**config.mk**
```make
export PLATFORM = sky130hd
export DESIGN_NAME = pwm_setclr_out
export DESIGN_NICKNAME = d
export VERILOG_FILES = /design/src/rtl/pwm_setclr_pkg.sv /design/src/rtl/pwm_cmp_bank.sv /design/src/rtl/pwm_mode_dec.sv /design/src/rtl/pwm_match_flags.sv /design/src/rtl/pwm_wave_core.sv /design/src/rtl/pwm_setclr_out.sv
export SDC_FILE = /design/constraint.sdc
export NUM_CORES = 1
export LEC_CHECK = 0
export BUFFER_PORTS_ARGS = -buffer_cell sky130_fd_sc_hd__buf_2
export CORE_MARGIN = 3
export CORE_UTILIZATION = 31
export CTS_BUF_LIST = sky130_fd_sc_hd__clkbuf_8 sky130_fd_sc_hd__clkbuf_16
export DETAILED_ROUTE_END_ITERATION = 7
export PLACE_DENSITY = 0.86
export SYNTH_ARGS = -nofsm -noshare
export SYNTH_HDL_FRONTEND = slang
export SYNTH_HIERARCHICAL = 1
export SYNTH_SLANG_ARGS = --single-unit
```
**constraint.sdc**
```tcl
create_clock -name clk -period 1.3 [get_ports clk]
set_input_delay 0.195 -clock clk [delete_from_list [all_inputs] [get_ports clk]]
set_output_delay 0.195 -clock clk [all_outputs]
set_load 0.005 [all_outputs]
```
**src/rtl/pwm_setclr_pkg.sv**
```systemverilog
// Package: shared types and helpers for the two-compare PWM output stage.
// Assumes the combined-mode field is two bits wide; bit 1 flags an
// overriding combined waveform mode.
package pwm_setclr_pkg;

    // Combined-mode field encodings seen by this channel.
    typedef enum logic [1:0] {
        CMB_INDEP = 2'b00,
        CMB_SYNC  = 2'b01,
        CMB_COMPL = 2'b10,
        CMB_RSYNC = 2'b11
    } combo_e;

    // Index of each compare channel inside the match vectors.
    localparam int unsigned IDX_A  = 0;
    localparam int unsigned IDX_B  = 1;
    localparam int unsigned N_CMP  = 2;

    // True when the combined-mode field takes the pin away from PWM mode.
    function automatic logic combo_overrides(input combo_e m);
        return (m == CMB_COMPL) || (m == CMB_RSYNC);
    endfunction

endpackage

```
**src/rtl/pwm_cmp_bank.sv**
```systemverilog
// Module: bank of equality comparators, one per compare register.
// Assumes compare values arrive packed, entry k in bits [k].
module pwm_cmp_bank #(
    parameter int unsigned CNT_W = 16,
    parameter int unsigned N     = 2
) (
    input  logic [CNT_W-1:0]        cnt,
    input  logic [N-1:0][CNT_W-1:0] cmp,
    output logic [N-1:0]            hit
);

    // One comparator per compare register.
    for (genvar k = 0; k < N; k++) begin : g_cmp
        assign hit[k] = (cnt == cmp[k]);
    end

endmodule

```
**src/rtl/pwm_mode_dec.sv**
```systemverilog
// Module: decodes PWM enable and combined-mode field into the active mode.
// Assumes both inputs are stable register bits for the cycle.
module pwm_mode_dec
    import pwm_setclr_pkg::*;
(
    input  logic       pwm_en,
    input  logic [1:0] combo_mode,
    output logic       pwm_act,
    output logic       override
);

    combo_e mode_v;

    // Resolve precedence: combined modes beat the PWM enable.
    always_comb begin
        mode_v   = combo_e'(combo_mode);
        override = combo_overrides(mode_v);
        pwm_act  = pwm_en && !override;
    end

endmodule

```
**src/rtl/pwm_match_flags.sv**
```systemverilog
// Module: sticky compare-match flags with write-one clear strobes.
// Assumes a set event and a clear strobe in the same cycle resolve to set.
module pwm_match_flags #(
    parameter int unsigned N = 2
) (
    input  logic         clk,
    input  logic         rst_n,
    input  logic [N-1:0] hit,
    input  logic [N-1:0] clr,
    output logic [N-1:0] flag
);

    for (genvar k = 0; k < N; k++) begin : g_flag
        logic flag_q;
        // Hold each flag until cleared; a match takes priority.
        always_ff @(posedge clk) begin
            if (!rst_n)      flag_q <= 1'b0;
            else if (hit[k]) flag_q <= 1'b1;
            else if (clr[k]) flag_q <= 1'b0;
        end
        assign flag[k] = flag_q;
    end

endmodule

```
**src/rtl/pwm_wave_core.sv**
```systemverilog
// Module: produces the pin level for PWM and normal compare-output modes.
// Assumes set_hit/clr_hit are same-cycle compare equalities; the pin is
// registered so every change lands on the edge after the match.
module pwm_wave_core (
    input  logic clk,
    input  logic rst_n,
    input  logic pwm_act,
    input  logic set_hit,
    input  logic clr_hit,
    input  logic idle_level,
    output logic pin
);

    logic pwm_q, pwm_d;
    logic norm_q, norm_d;
    logic pin_q;

    // Next PWM level: cleared outside PWM mode, clear beats set.
    always_comb begin
        if (!pwm_act)     pwm_d = 1'b0;
        else if (clr_hit) pwm_d = 1'b0;
        else if (set_hit) pwm_d = 1'b1;
        else              pwm_d = pwm_q;
    end

    // Next normal level: toggle on A match only while not in PWM mode.
    always_comb begin
        norm_d = norm_q;
        if (!pwm_act && set_hit) norm_d = !norm_q;
    end

    // Hold PWM level register.
    always_ff @(posedge clk) begin
        if (!rst_n) pwm_q <= 1'b0;
        else        pwm_q <= pwm_d;
    end

    // Hold normal level register, loaded with the idle level in reset.
    always_ff @(posedge clk) begin
        if (!rst_n) norm_q <= idle_level;
        else        norm_q <= norm_d;
    end

    // Register the pin from the active mode's next level.
    always_ff @(posedge clk) begin
        if (!rst_n) pin_q <= 1'b0;
        else        pin_q <= pwm_act ? pwm_d : norm_d;
    end

    assign pin = pin_q;

endmodule

```
**src/rtl/pwm_setclr_out.sv**
```systemverilog
// Module: two-compare set/clear PWM output stage for one timer channel.
// Assumes cnt is the channel's counter; compare and control values are
// software registers held outside this block.
module pwm_setclr_out
    import pwm_setclr_pkg::*;
#(
    parameter int unsigned CNT_W = 16
) (
    input  logic             clk,
    input  logic             rst_n,
    input  logic [CNT_W-1:0] cnt,
    input  logic [CNT_W-1:0] cmp_a,
    input  logic [CNT_W-1:0] cmp_b,
    input  logic             pwm_en,
    input  logic [1:0]       combo_mode,
    input  logic             idle_level,
    input  logic             clr_flag_a,
    input  logic             clr_flag_b,
    output logic             pin_out,
    output logic             flag_a,
    output logic             flag_b
);

    logic [N_CMP-1:0][CNT_W-1:0] cmp_vec;
    logic [N_CMP-1:0]            hit;
    logic [N_CMP-1:0]            clr_vec;
    logic [N_CMP-1:0]            flag_vec;
    logic                        pwm_act;
    logic                        override;

    // Pack the compare values and clear strobes by channel index.
    always_comb begin
        cmp_vec[IDX_A] = cmp_a;
        cmp_vec[IDX_B] = cmp_b;
        clr_vec[IDX_A] = clr_flag_a;
        clr_vec[IDX_B] = clr_flag_b;
    end

    pwm_cmp_bank #(.CNT_W(CNT_W), .N(N_CMP)) u_cmp (
        .cnt (cnt),
        .cmp (cmp_vec),
        .hit (hit)
    );

    pwm_mode_dec u_mode (
        .pwm_en     (pwm_en),
        .combo_mode (combo_mode),
        .pwm_act    (pwm_act),
        .override   (override)
    );

    pwm_wave_core u_wave (
        .clk        (clk),
        .rst_n      (rst_n),
        .pwm_act    (pwm_act),
        .set_hit    (hit[IDX_A]),
        .clr_hit    (hit[IDX_B]),
        .idle_level (idle_level),
        .pin        (pin_out)
    );

    pwm_match_flags #(.N(N_CMP)) u_flags (
        .clk   (clk),
        .rst_n (rst_n),
        .hit   (hit),
        .clr   (clr_vec),
        .flag  (flag_vec)
    );

    assign flag_a = flag_vec[IDX_A];
    assign flag_b = flag_vec[IDX_B];

    logic unused_override;
    assign unused_override = override;

endmodule

```
* Word level (Yosys, flattened, before mapping) *
Cells that the tools add are included.

operators by class
  equality and inequality tests = 4
  mux-type cells = 10
  reduce and logical (&&, ||, !) cells = 8

operators by type and width
  kind                  count
  $eq A16 B16 Y1        2
  $mux W1               10
  $eq A2 B2 Y1 const B  2
  $reduce_bool A2 Y1    2
  $logic_not A1 Y1      3
  $logic_and A1 B1 Y1   2
  $logic_or A1 B1 Y1    1

word-level totals
  bits in registers = 5
  input port bits = 56
  logic and storage cells = 27

* Logic depth before layout (Yosys ltp) *
Gate-level depths: netlist (run 1).

  depth after elaboration = 8
  depth in mapped cells = 5
  depth with buffers taken out = 5

* Hierarchy *
The synthesis (run 1) kept the hierarchy.

modules (own cells, without submodules)
  module           times used  cells an instance  area an instance (um^2)
  pwm_cmp_bank     1           42                 349.1
  pwm_wave_core    1           14                 130.1
  pwm_match_flags  1           8                  97.6
  pwm_mode_dec     1           2                  10.0

* Worst setup path before layout (run 1) *
OpenSTA, ideal clock, no wires.

  kind = input port to flip-flop
  from = input port cmp_a[10]
  to = register u_wave.norm_q
  library setup time = 0.133 ns
  data arrival time = 1.284 ns
  slack = -0.117 ns
  stages on the path = 5
  buffers on the path = 0
  cell sequence = xnor2_1 nand4_1 nor4_1 nor2b_1 o221ai_1

between the ends
  longest elaborated chain between the ends = 4

RTL lines
  what                    line                  source
  start: declaration      pwm_setclr_out.sv:12  input logic [CNT_W-1:0] cmp_a,
  $eq A16 B16 Y1          pwm_cmp_bank.sv:14    assign hit[k] = (cnt == cmp[k]);
  net hit[0]              pwm_setclr_out.sv:25  logic [N_CMP-1:0] hit;
  $logic_and A1 B1 Y1     pwm_wave_core.sv:29   if (!pwm_act && set_hit) norm_d = !norm_q;
  $mux W1                 pwm_wave_core.sv:29
  $mux W1                 pwm_wave_core.sv:40   if (!rst_n) norm_q <= idle_level;
  end signal: assignment  pwm_wave_core.sv:40
  end signal: assignment  pwm_wave_core.sv:41   else norm_q <= norm_d;
  end: declaration        pwm_wave_core.sv:15   logic norm_q, norm_d;

The timed path passes the listed nets, and every way through them passes these cells.
A chain may end at the register's enable or synchronous reset.

* Worst setup path in the final report (run 1) *
  from = input port cnt[8]
  to = register u_wave.pin_q (netlist: u_wave/pin)

between the ends
  longest elaborated chain between the ends = 5
  elaborated cells on any way between the ends = 8
  those cells by class = eq/ne (2); mux (5); reduce/logical (1)

RTL lines
  what                    line                  source
  start: declaration      pwm_setclr_out.sv:11  input logic [CNT_W-1:0] cnt,
  $eq A16 B16 Y1 (*)      pwm_cmp_bank.sv:14
  net hit[0]              pwm_setclr_out.sv:25
  $mux W1                 pwm_wave_core.sv:22   else if (set_hit) pwm_d = 1'b1;
  $mux W1                 pwm_wave_core.sv:21   else if (clr_hit) pwm_d = 1'b0;
  $mux W1                 pwm_wave_core.sv:20   if (!pwm_act) pwm_d = 1'b0;
  $mux W1 (*)             pwm_wave_core.sv:47   else pin_q <= pwm_act ? pwm_d : norm_d;
  end signal: assignment  pwm_wave_core.sv:47
  end: declaration        pwm_wave_core.sv:16   logic pin_q;

The timed path passes the listed nets; every way through them passes the cells marked *.

==> flow_summary.toml, run 1 <==
[power]
p_int_mw = 0.500
ir_drop_mv = 0.376
pwr-share-comb = 0.343
pwr-share-clk = 0.417
swShare = 0.261
leakage_nw = 0.422
p_per_area_nw_per_um2 = 699
p_seq_frac = 0.240
total_power_mw = 0.677
switching_power_mw = 0.177

[finish]
drive_above_1_share = 0.543
n_antenna_cell = 0
finalCoreUtilization = 0.555
syn_to_final_growth_pct = 66.1
nNetsFinal = 184

[worst_setup_path]
path_class = "input port to flip-flop"
reg2reg_depth = 2
cp-start-kind = "input port"
r2r-start = "u_wave/norm_q"
path_max_fanout = 5
cp_data_arrival_time_ns = 1.34
r2r_end = "u_wave/pin"
worstSetupEndpointType = "flip-flop"
reg2reg_setup_slack_ns = 0.52
crit_required_ns = 1.39

[sta]
skew_ns = 0.000221
setup_viol = 0
max-slew-margin-rel = 0.827
min_period_ns = 1.25
fmax_ghz = 0.798
worst_pin_slew_ns = 0.260
hold_viol_final = 0
worst_slack_ns = 0.0463
rsz0062_at_grt = "false"
fin_hold_ws_ns = 0.264
finalSetupTns_ns = 0
finalCritPeriodShare = 0.964
slew_viol_final = 0

[detailed_routing]
ant_nets = 0
drtIter0Drc = 13
vias = 677
routed_wl_um = 1730
wl_per_cell_um = 11.4
route.detailed.drc = 0
dr.pass1.iters = 5
viasPerCell = 4.45

[place]
gp_congestion = 0.627
port_buffers = 57
post-place-ws_ns = -0.144

[yosys]
yosysWarnings = 6
syn_area_um2 = 583
syn_inst = 65
syn_avg_cell_area_um2 = 8.97
synth_fp_nets = 121

[cts]
tritoncts = "done"
worst_setup_hold_path_clk_slew_ns = 0.04
root_buffer = "clkbuf_8"
clock_latency_ns = 0.22
cts_buffers = 3
clock_sinks = 5
cts_buffer_depth = 2
htree_levels = 1

[grt]
antenna_found_initial = 0
grt_max_degree = 8
grt_pass1_vias = 665
grt.overflow.total = 0
grt_pass1_wl_um = 2690
grt_usage = 0.138

[die]
die_w_um = 49.4
start_util = 0.334
num_rows = 15
boundaryPins = 59
coreArea_um2 = 1750
dieArea_um2 = 2440
die_h_um = 49.4

[hold_path]
min_path_type = "input port to flip-flop"
whs_endpoint = "u_flags/g_flag[1].flag_q"
min_from = "rst_n"
worstHoldPathCells = 2

[job]
drv_cap = 0

[run_status]
outcome = "complete, no violations"
## power groups by stage
| stage | registers [mW] | logic [mW] | clock network [mW] |
|---|---|---|---|
| after detailed placement | 0.164 | 0.229 | 0 |
| after global routing | 0.162 | 0.253 | 0.300 |
| after CTS | 0.162 | 0.230 | 0.288 |
| after floorplan | 0.164 | 0.108 | 0 |
| after global placement | 0.164 | 0.222 | 0 |
| final | 0.162 | 0.232 | 0.283 |
## metrics by stage
step / cells / instance area, µm²
after floorplan: 65 / 589
after global placement: 147 / 906
after detailed placement: 147 / 906
after CTS: 151 / 951
after global routing: 152 / 968
final: 152 / 968
## layout by cell type, fill, tap and decap left out
master and count:
nor2_1 1, xnor2_2 1, inv_1 2, buf_2 57
nand4bb_1 1, nand2b_1 1, o22ai_1 1, nand2_1 2
o221ai_1 1, buf_4 3, dfxtp_1 5, o21bai_1 1
nor2b_2 1, o21a_1 2, nor4_2 2, nand4_1 8
nor2b_1 1, nor2b_4 2, clkbuf_8 3, xnor2_1 32
## sequential cells by signal (all words and copies together) (netlist names)
signal                 flops
u_flags/g_flag.flag_q      2
u_wave/norm_q              1
u_wave/pin                 1
u_wave/pwm_q               1
## repair_timing
action                                  4_1_cts  5_1_grt
endpoints found under the setup margin        0        2
hold buffers                                  0        0
buffers inserted                              0        1
gates resized for setup                       0        2
## critical path, cell delays in order
cell	delay, ns
buf_2	0.12
xnor2_1	0.14
nand4_1	0.14
nor4_2	0.29
buf_4	0.18
xnor2_1	0.14
o22ai_1	0.13
## layer usage
layer	up-vias	GRT usage	wire length, µm
met5	-	0	0
met4	0	0.0415	0
met3	0	0.0398	154
met2	31	0.261	945
met1	298	0.145	626
li1	348	-	-
## worst max-delay path by stage
stage,startpoint,to,depth (start not counted)
2_1_floorplan,cmp_a[10],u_wave/norm_q,5
3_3_place_gp,cmp_a[11],u_wave/norm_q,7
3_5_place_dp,cmp_a[11],u_wave/norm_q,7
4_1_cts,cnt[11],u_wave/norm_q,7
5_1_grt,cnt[13],u_wave/pin,7
6_report,cnt[8],u_wave/pin,7
## layout make-up
cell class                 instances  area (µm²)
timing repair buffer              60         308
clock buffer                       3        41.3
fill                             174         777
sequential                         5         100
tap                               25        31.3
multi-input combinational         57         480
clock inverter                     1        3.75
inverter                           1        3.75
Power figures use the tool's default switching activity.
==> run 2: changes to the inputs <==
--- a/config.mk
+++ b/config.mk
@@ -7,11 +7,10 @@
 export LEC_CHECK = 0
 export BUFFER_PORTS_ARGS = -buffer_cell sky130_fd_sc_hd__buf_2
 export CORE_MARGIN = 3
-export CORE_UTILIZATION = 31
+export CORE_UTILIZATION = 34
 export CTS_BUF_LIST = sky130_fd_sc_hd__clkbuf_8 sky130_fd_sc_hd__clkbuf_16
 export DETAILED_ROUTE_END_ITERATION = 7
-export PLACE_DENSITY = 0.86
+export PLACE_DENSITY = 0.9
 export SYNTH_ARGS = -nofsm -noshare
 export SYNTH_HDL_FRONTEND = slang
-export SYNTH_HIERARCHICAL = 1
 export SYNTH_SLANG_ARGS = --single-unit
==> constraint.sdc (replaced) <==
create_clock -name clk -period 1.2 [get_ports clk]
set_input_delay 0.18 -clock clk [delete_from_list [all_inputs] [get_ports clk]]
set_output_delay 0.18 -clock clk [all_outputs]
set_load 0.005 [all_outputs]
==> run 2 against run 1 <==
The run now ends with setup timing left. Final area grew 24%. First-iteration DRC count shrank 85%. Critical path depth unchanged. Via count grew 14%. Cell count up 2.6%. Sequential power grew 10%. Clock power is 8.5% higher. Utilization grew 22 points. Global-route usage rose by 4.7 points. Clock-buffer cell count is the same. Combinational power grew 49%. Clock skew up 0.0017 ns. Highest routed layer is now met4.
==> flow_summary.toml, run 2 <==
[sta]
min_period_ns = 1.27
finalCritPeriodShare = 1.06
worst_slack_ns = -0.0729
fmax_ghz = 0.786
worst_pin_slew_ns = 0.300
setup_viol = 3
slew_viol_final = 0
max-slew-margin-rel = 0.799
rsz0062_at_grt = "true"
skew_ns = 0.00191
hold_viol_final = 0

[detailed_routing]
dr.pass1.iters = 2
route.detailed.drc = 0
routed_wl_um = 2110
ant_nets = 0
vias = 769
drtIter0Drc = 2
viasPerCell = 4.93
wl_per_cell_um = 13.5

[finish]
top_register = "u_flags.g_flag.flag_q"
layout_commonest_cell = "buf_2"
nFillCells = 100
final_cell_mix = "buf_2, xor2_1, buf_6"
n_antenna_cell = 0
final_cells = 156
nNetsFinal = 197
fin_area_um2 = 1200
largest_reg_flops = 2
syn_to_final_growth_pct = 109
finalCoreUtilization = 0.779
drive_above_1_share = 0.614

[grt]
grt_pass1_wl_um = 2850
grt_usage = 0.185
grt_max_degree = 6
grt.overflow.total = 0
antenna_found_initial = 0
grt_pass1_vias = 758

[cts]
root_buffer = "clkbuf_8"
cts_buffers = 3
clock_latency_ns = 0.22
cts_buffer_depth = 2
tritoncts = "done"
htree_levels = 1
clock_sinks = 5
worst_setup_hold_path_clk_slew_ns = 0.04

[worst_setup_path]
cp-start-kind = "input port"
crit_path_cell_trace = "buf_2 -> xnor2_1 -> nand4_1 -> nor4_4 -> buf_4 -> mux2_4 -> o221ai_2"
reg2reg_setup_slack_ns = 0.08
worstSetupEndpointType = "flip-flop"
reg2reg_depth = 3
crit_required_ns = 1.34
path_max_fanout = 2
path_class = "input port to flip-flop"
slowest_delay_ns = 0.30
r2r_end = "u_wave.norm_q"
cp_data_arrival_time_ns = 1.42
r2r-start = "u_wave.norm_q"
worst_path_max_delay_cell = "nor4_4"

[place]
place_inst = 150
port_buffers = 57
gp_congestion = 0.806
post-place-ws_ns = -0.420
dpl_cell_area_um2 = 981
dp_hpwl_um = 1650

[yosys]
async_flop_share = 0
yosys.area.top_type_share = 0.244
synth_edf_count = 0
synth_common_cells = "xnor2_1, xor2_1, dfxtp_1, nand4_1"
syn_area_um2 = 574
yosys-top-cells-area = "xnor2_1, xor2_1, dfxtp_1"
synthFlopType = "dfxtp_1"
synthDistinctLibCells = 19
syn_inst = 67
synth_fp_nets = 123
synth_seq_area_share = 0.174
synth_seq_cells = 5
syn_avg_cell_area_um2 = 8.57
yosysWarnings = 0
synth_area_leader_cell = "xnor2_1"

[die]
start_util = 0.373
boundaryPins = 59
num_rows = 14
die_h_um = 47.1
coreArea_um2 = 1540
die_w_um = 47.1
dieArea_um2 = 2220

[power]
leakage_nw = 0.601
ir_drop_mv = 0.395
p_per_area_nw_per_um2 = 692

[hold_path]
min_from = "rst_n"
min_path_type = "input port to flip-flop"
whs_endpoint = "u_wave.norm_q"
worstHoldPathCells = 2

[run_status]
outcome = "finished, violations left"
violations = "setup timing"

[job]
drv_cap = 0
[run 2: cell count changes in the layout (fill, tap and decap cells not counted), sizes merged, moves of 3 or more]
cell / delta
xnor2: -17
xor2: +16
buf: +9
nand4: -3
nor2b: -3
nor4: +3
[run 2: cell families (layout without fill, tap and decap cells)]
logic type,count (synthesis),in the layout,share of synthesized area
xor+xnor,32,32,0.488
simple gates,20,20,0.220
compound gates,6,6,0.0784
flops,5,5,0.174
buf+inv,3,76,0.0196
mux,1,1,0.0196
[run 2: routing by layer]
| layer | routed length (µm) | track usage | part of all wire | vias to the layer above |
|---|---|---|---|---|
| met5 | 0 | 0 | 0 | - |
| met4 | 36 | 0.0994 | 0.017 | 0 |
| met3 | 115 | 0.0153 | 0.055 | 4 |
| met2 | 1300 | 0.390 | 0.61 | 38 |
| met1 | 661 | 0.164 | 0.31 | 349 |
| li1 | - | - | - | 378 |
[run 2: layout make-up]
| cell class | count | area (µm²) | area share |
|---|---|---|---|
| sequential | 5 | 100 | 0.0833 |
| tap | 16 | 20.0 | 0.0167 |
| clock inverter | 1 | 3.75 | 0.00313 |
| clock buffer | 3 | 41.3 | 0.0344 |
| multi-input combinational | 59 | 547 | 0.455 |
| inverter | 3 | 11.3 | 0.00938 |
| timing repair buffer | 69 | 478 | 0.398 |
[run 2: critical path: cells and delay by family]
family,cells,cell delay (ns)
simple gates,2,0.46
compound gates,1,0.06
xor+xnor,1,0.15
buf+inv,2,0.26
mux,1,0.29
[run 2: where the power goes]
group	switching (mW)	total, mW	internal, mW
clock network	0.0876	0.307	0.220
registers	0.00552	0.179	0.174
logic	0.135	0.345	0.210
total	0.228	0.831	0.604
[run 2: worst max path at each step]
stage	from	to	slack, ns	cells past startpoint
final	cmp_a[2]	u_wave.norm_q	-0.07	7
after CTS	cmp_a[10]	u_wave.norm_q	-0.09	7
after global routing	cmp_a[2]	u_wave.norm_q	-0.12	7
after global placement	cnt[9]	u_wave.norm_q	-0.28	6
after detailed placement	cnt[9]	u_wave.pin	-0.42	6
after floorplan	cnt[8]	u_wave.norm_q	-0.09	5
[run 2: per-stage QoR]
step	hold slack (ns)	total power, mW	setup TNS, ns
after CTS	0.212	0.805	-0.217
final	0.215	0.831	-0.146
after detailed placement	0.444	0.464	-1.32
after global routing	0.211	0.871	-0.249
after floorplan	0.307	0.305	-0.125
after global placement	0.429	0.451	-0.920
[run 2: repair_timing]
action                     4_1_cts  5_1_grt
pin swaps                        6       13
buffers inserted                 2        0
setup endpoints to repair        2        5
resized for setup               12       20
cloned                           0        0
hold buffers                     0        0
==> run 3: changes to the inputs <==
--- a/config.mk
+++ b/config.mk
@@ -7,10 +7,10 @@
 export LEC_CHECK = 0
 export BUFFER_PORTS_ARGS = -buffer_cell sky130_fd_sc_hd__buf_2
 export CORE_MARGIN = 3
-export CORE_UTILIZATION = 34
+export CORE_UTILIZATION = 35
 export CTS_BUF_LIST = sky130_fd_sc_hd__clkbuf_8 sky130_fd_sc_hd__clkbuf_16
 export DETAILED_ROUTE_END_ITERATION = 7
-export PLACE_DENSITY = 0.9
+export PLACE_DENSITY = 0.92
 export SYNTH_ARGS = -nofsm -noshare
 export SYNTH_HDL_FRONTEND = slang
 export SYNTH_SLANG_ARGS = --single-unit
==> constraint.sdc (replaced) <==
create_clock -name clk -period 1.5 [get_ports clk]
set_input_delay 0.225 -clock clk [delete_from_list [all_inputs] [get_ports clk]]
set_output_delay 0.225 -clock clk [all_outputs]
set_load 0.005 [all_outputs]
==> run 3 against run 2 <==
Clock power is 21% lower. First-iteration DRC count grew to 5.5 times the previous value. Die area down 2.5%. Cell count decreased by 4.5%. Register-to-register slack improved by 0.30 ns. The flow now finishes without violations. Largest power group is now the clock network. Critical path depth fell by 1. Combinational power is 39% lower. Utilization shrank 9.5 points.
==> flow_summary.toml, run 3 (same netlist as run 2, synthesis figures left out) <==
[finish]
syn_to_final_growth_pct = 68.6
nNetsFinal = 191
fin_area_um2 = 968
top_register = "u_flags.g_flag.flag_q"
register_area_um2 = 100
finalCoreUtilization = 0.684
layout_commonest_cell = "buf_2"
multi_input_area_um2 = 463
largest_reg_flops = 2
nFillCells = 132
n_antenna_cell = 0
final_cell_mix = "buf_2, xnor2_1, xor2_1"
drive_above_1_share = 0.515

[worst_setup_path]
critPathBufInv = 1
cp_num_cells = 6
reg2reg_depth = 3
path_class = "input port to flip-flop"
worst_path_max_delay_cell = "nor4_4"
crit_path_cell_trace = "buf_2 -> xnor2_1 -> nand4_1 -> nor4_4 -> mux2_2 -> o221ai_2"
crit_required_ns = 1.64
r2r_end = "u_wave.norm_q"
worstSetupEndpointType = "flip-flop"
reg2reg_setup_slack_ns = 0.38
startpoint = "cnt[10]"
cpLargestDelayFamily = "simple AND/OR/NAND/NOR gates"
cp_data_arrival_time_ns = 1.54
cp-start-kind = "input port"
path_max_fanout = 4
crit_end = "u_wave.norm_q"
slowest_delay_ns = 0.40
r2r-start = "u_wave.norm_q"

[cts]
htree_levels = 1
holdBufCountCts = 0
clock_latency_ns = 0.22
clock_sinks = 5
tritoncts = "done"
worst_setup_hold_path_clk_slew_ns = 0.04
cts_buffer_depth = 2
post_cts_buffers = 0
postCtsResizedCells = 0
cts_buffers = 3
root_buffer = "clkbuf_8"

[detailed_routing]
viasPerCell = 4.83
routed_wl_um = 1990
dr.pass1.iters = 4
vias = 719
ant_nets = 0
drtIter0Drc = 11
route.detailed.drc = 0
wl_per_cell_um = 13.4

[hold_path]
min_path_type = "input port to flip-flop"

[place]
dpl_cell_area_um2 = 923
gp_congestion = 0.829
dp_hpwl_um = 1800
port_buffers = 57

[run_status]
outcome = "complete, no violations"

[power]
ir_drop_mv = 0.270
pwr-share-clk = 0.407
p_int_mw = 0.434
pwr-share-comb = 0.354
leakage_nw = 0.490
p_seq_frac = 0.239
p_per_area_nw_per_um2 = 615
switching_power_mw = 0.162
swShare = 0.271

[grt]
grt_pass1_wl_um = 3020
grt_usage = 0.197
grt_max_degree = 6
grt_pass1_vias = 763
grt.overflow.total = 0
antenna_found_initial = 0

[sta]
min_period_ns = 1.40
finalCritPeriodShare = 0.936
hold_viol_final = 0
fin_hold_ws_ns = 0.271
skew_ns = 0.000939
slew_viol_final = 0
setup_viol = 0
max-slew-margin-rel = 0.797
rsz0062_at_grt = "false"
fmax_ghz = 0.712
worst_pin_slew_ns = 0.302

[die]
coreArea_um2 = 1420
num_rows = 13
start_util = 0.406
boundaryPins = 59
die_h_um = 46.5
dieArea_um2 = 2160
die_w_um = 46.5

[job]
drv_cap = 0
## run 3: worst min-delay path by stage
stage | to | from | slack (ns) | depth (start not counted)
3_3_place_gp | u_flags.g_flag[0].flag_q | u_flags.g_flag[0].flag_q | 0.46 | 2
2_1_floorplan | u_wave.norm_q | rst_n | 0.35 | 1
5_1_grt | u_wave.norm_q | rst_n | 0.27 | 2
4_1_cts | u_wave.norm_q | rst_n | 0.26 | 2
6_report | u_wave.norm_q | rst_n | 0.27 | 2
3_5_place_dp | u_flags.g_flag[0].flag_q | u_flags.g_flag[0].flag_q | 0.47 | 2
## run 3: cell type report
cell class / instances / area share
multi-input combinational: 59 / 0.478
timing repair buffer: 63 / 0.341
sequential: 5 / 0.103
clock buffer: 3 / 0.0426
tap: 15 / 0.0194
inverter: 3 / 0.0116
clock inverter: 1 / 0.00388
## run 3: per-layer routing
layer / track usage / up-vias / part of all wire
li1: - / 366 / -
met1: 0.197 / 318 / 0.33
met2: 0.418 / 31 / 0.61
met3: 0.0117 / 4 / 0.050
met4: 0.0511 / 0 / 0.015
met5: 0 / - / 0
## run 3: worst reg2reg max path, delay by kind of cell (launching register included)
kind             cells  cell delay (ns)
AO/OA/AOI/OAI        1             0.06
flip-flops           1             0.32
multiplexers         1             0.28
AND/OR/NAND/NOR      1             0.38
## run 3: metrics by stage
step	power, mW	setup slack (ns)	std cells	TNS, ns
6_report	0.596	0.0963	149	0
5_1_grt	0.625	0.00437	149	0
3_3_place_gp	0.343	-0.0436	145	-0.0559
2_1_floorplan	0.237	0.131	67	0
3_5_place_dp	0.355	-0.136	145	-0.188
4_1_cts	0.598	0.0885	149	0
## run 3: power groups by stage
stage / sequential, mW / combinational (mW) / clock [mW]
after detailed placement: 0.144 / 0.211 / 0
after CTS: 0.142 / 0.212 / 0.244
after global routing: 0.142 / 0.231 / 0.252
final: 0.142 / 0.211 / 0.243
after floorplan: 0.144 / 0.0935 / 0
after global placement: 0.144 / 0.199 / 0
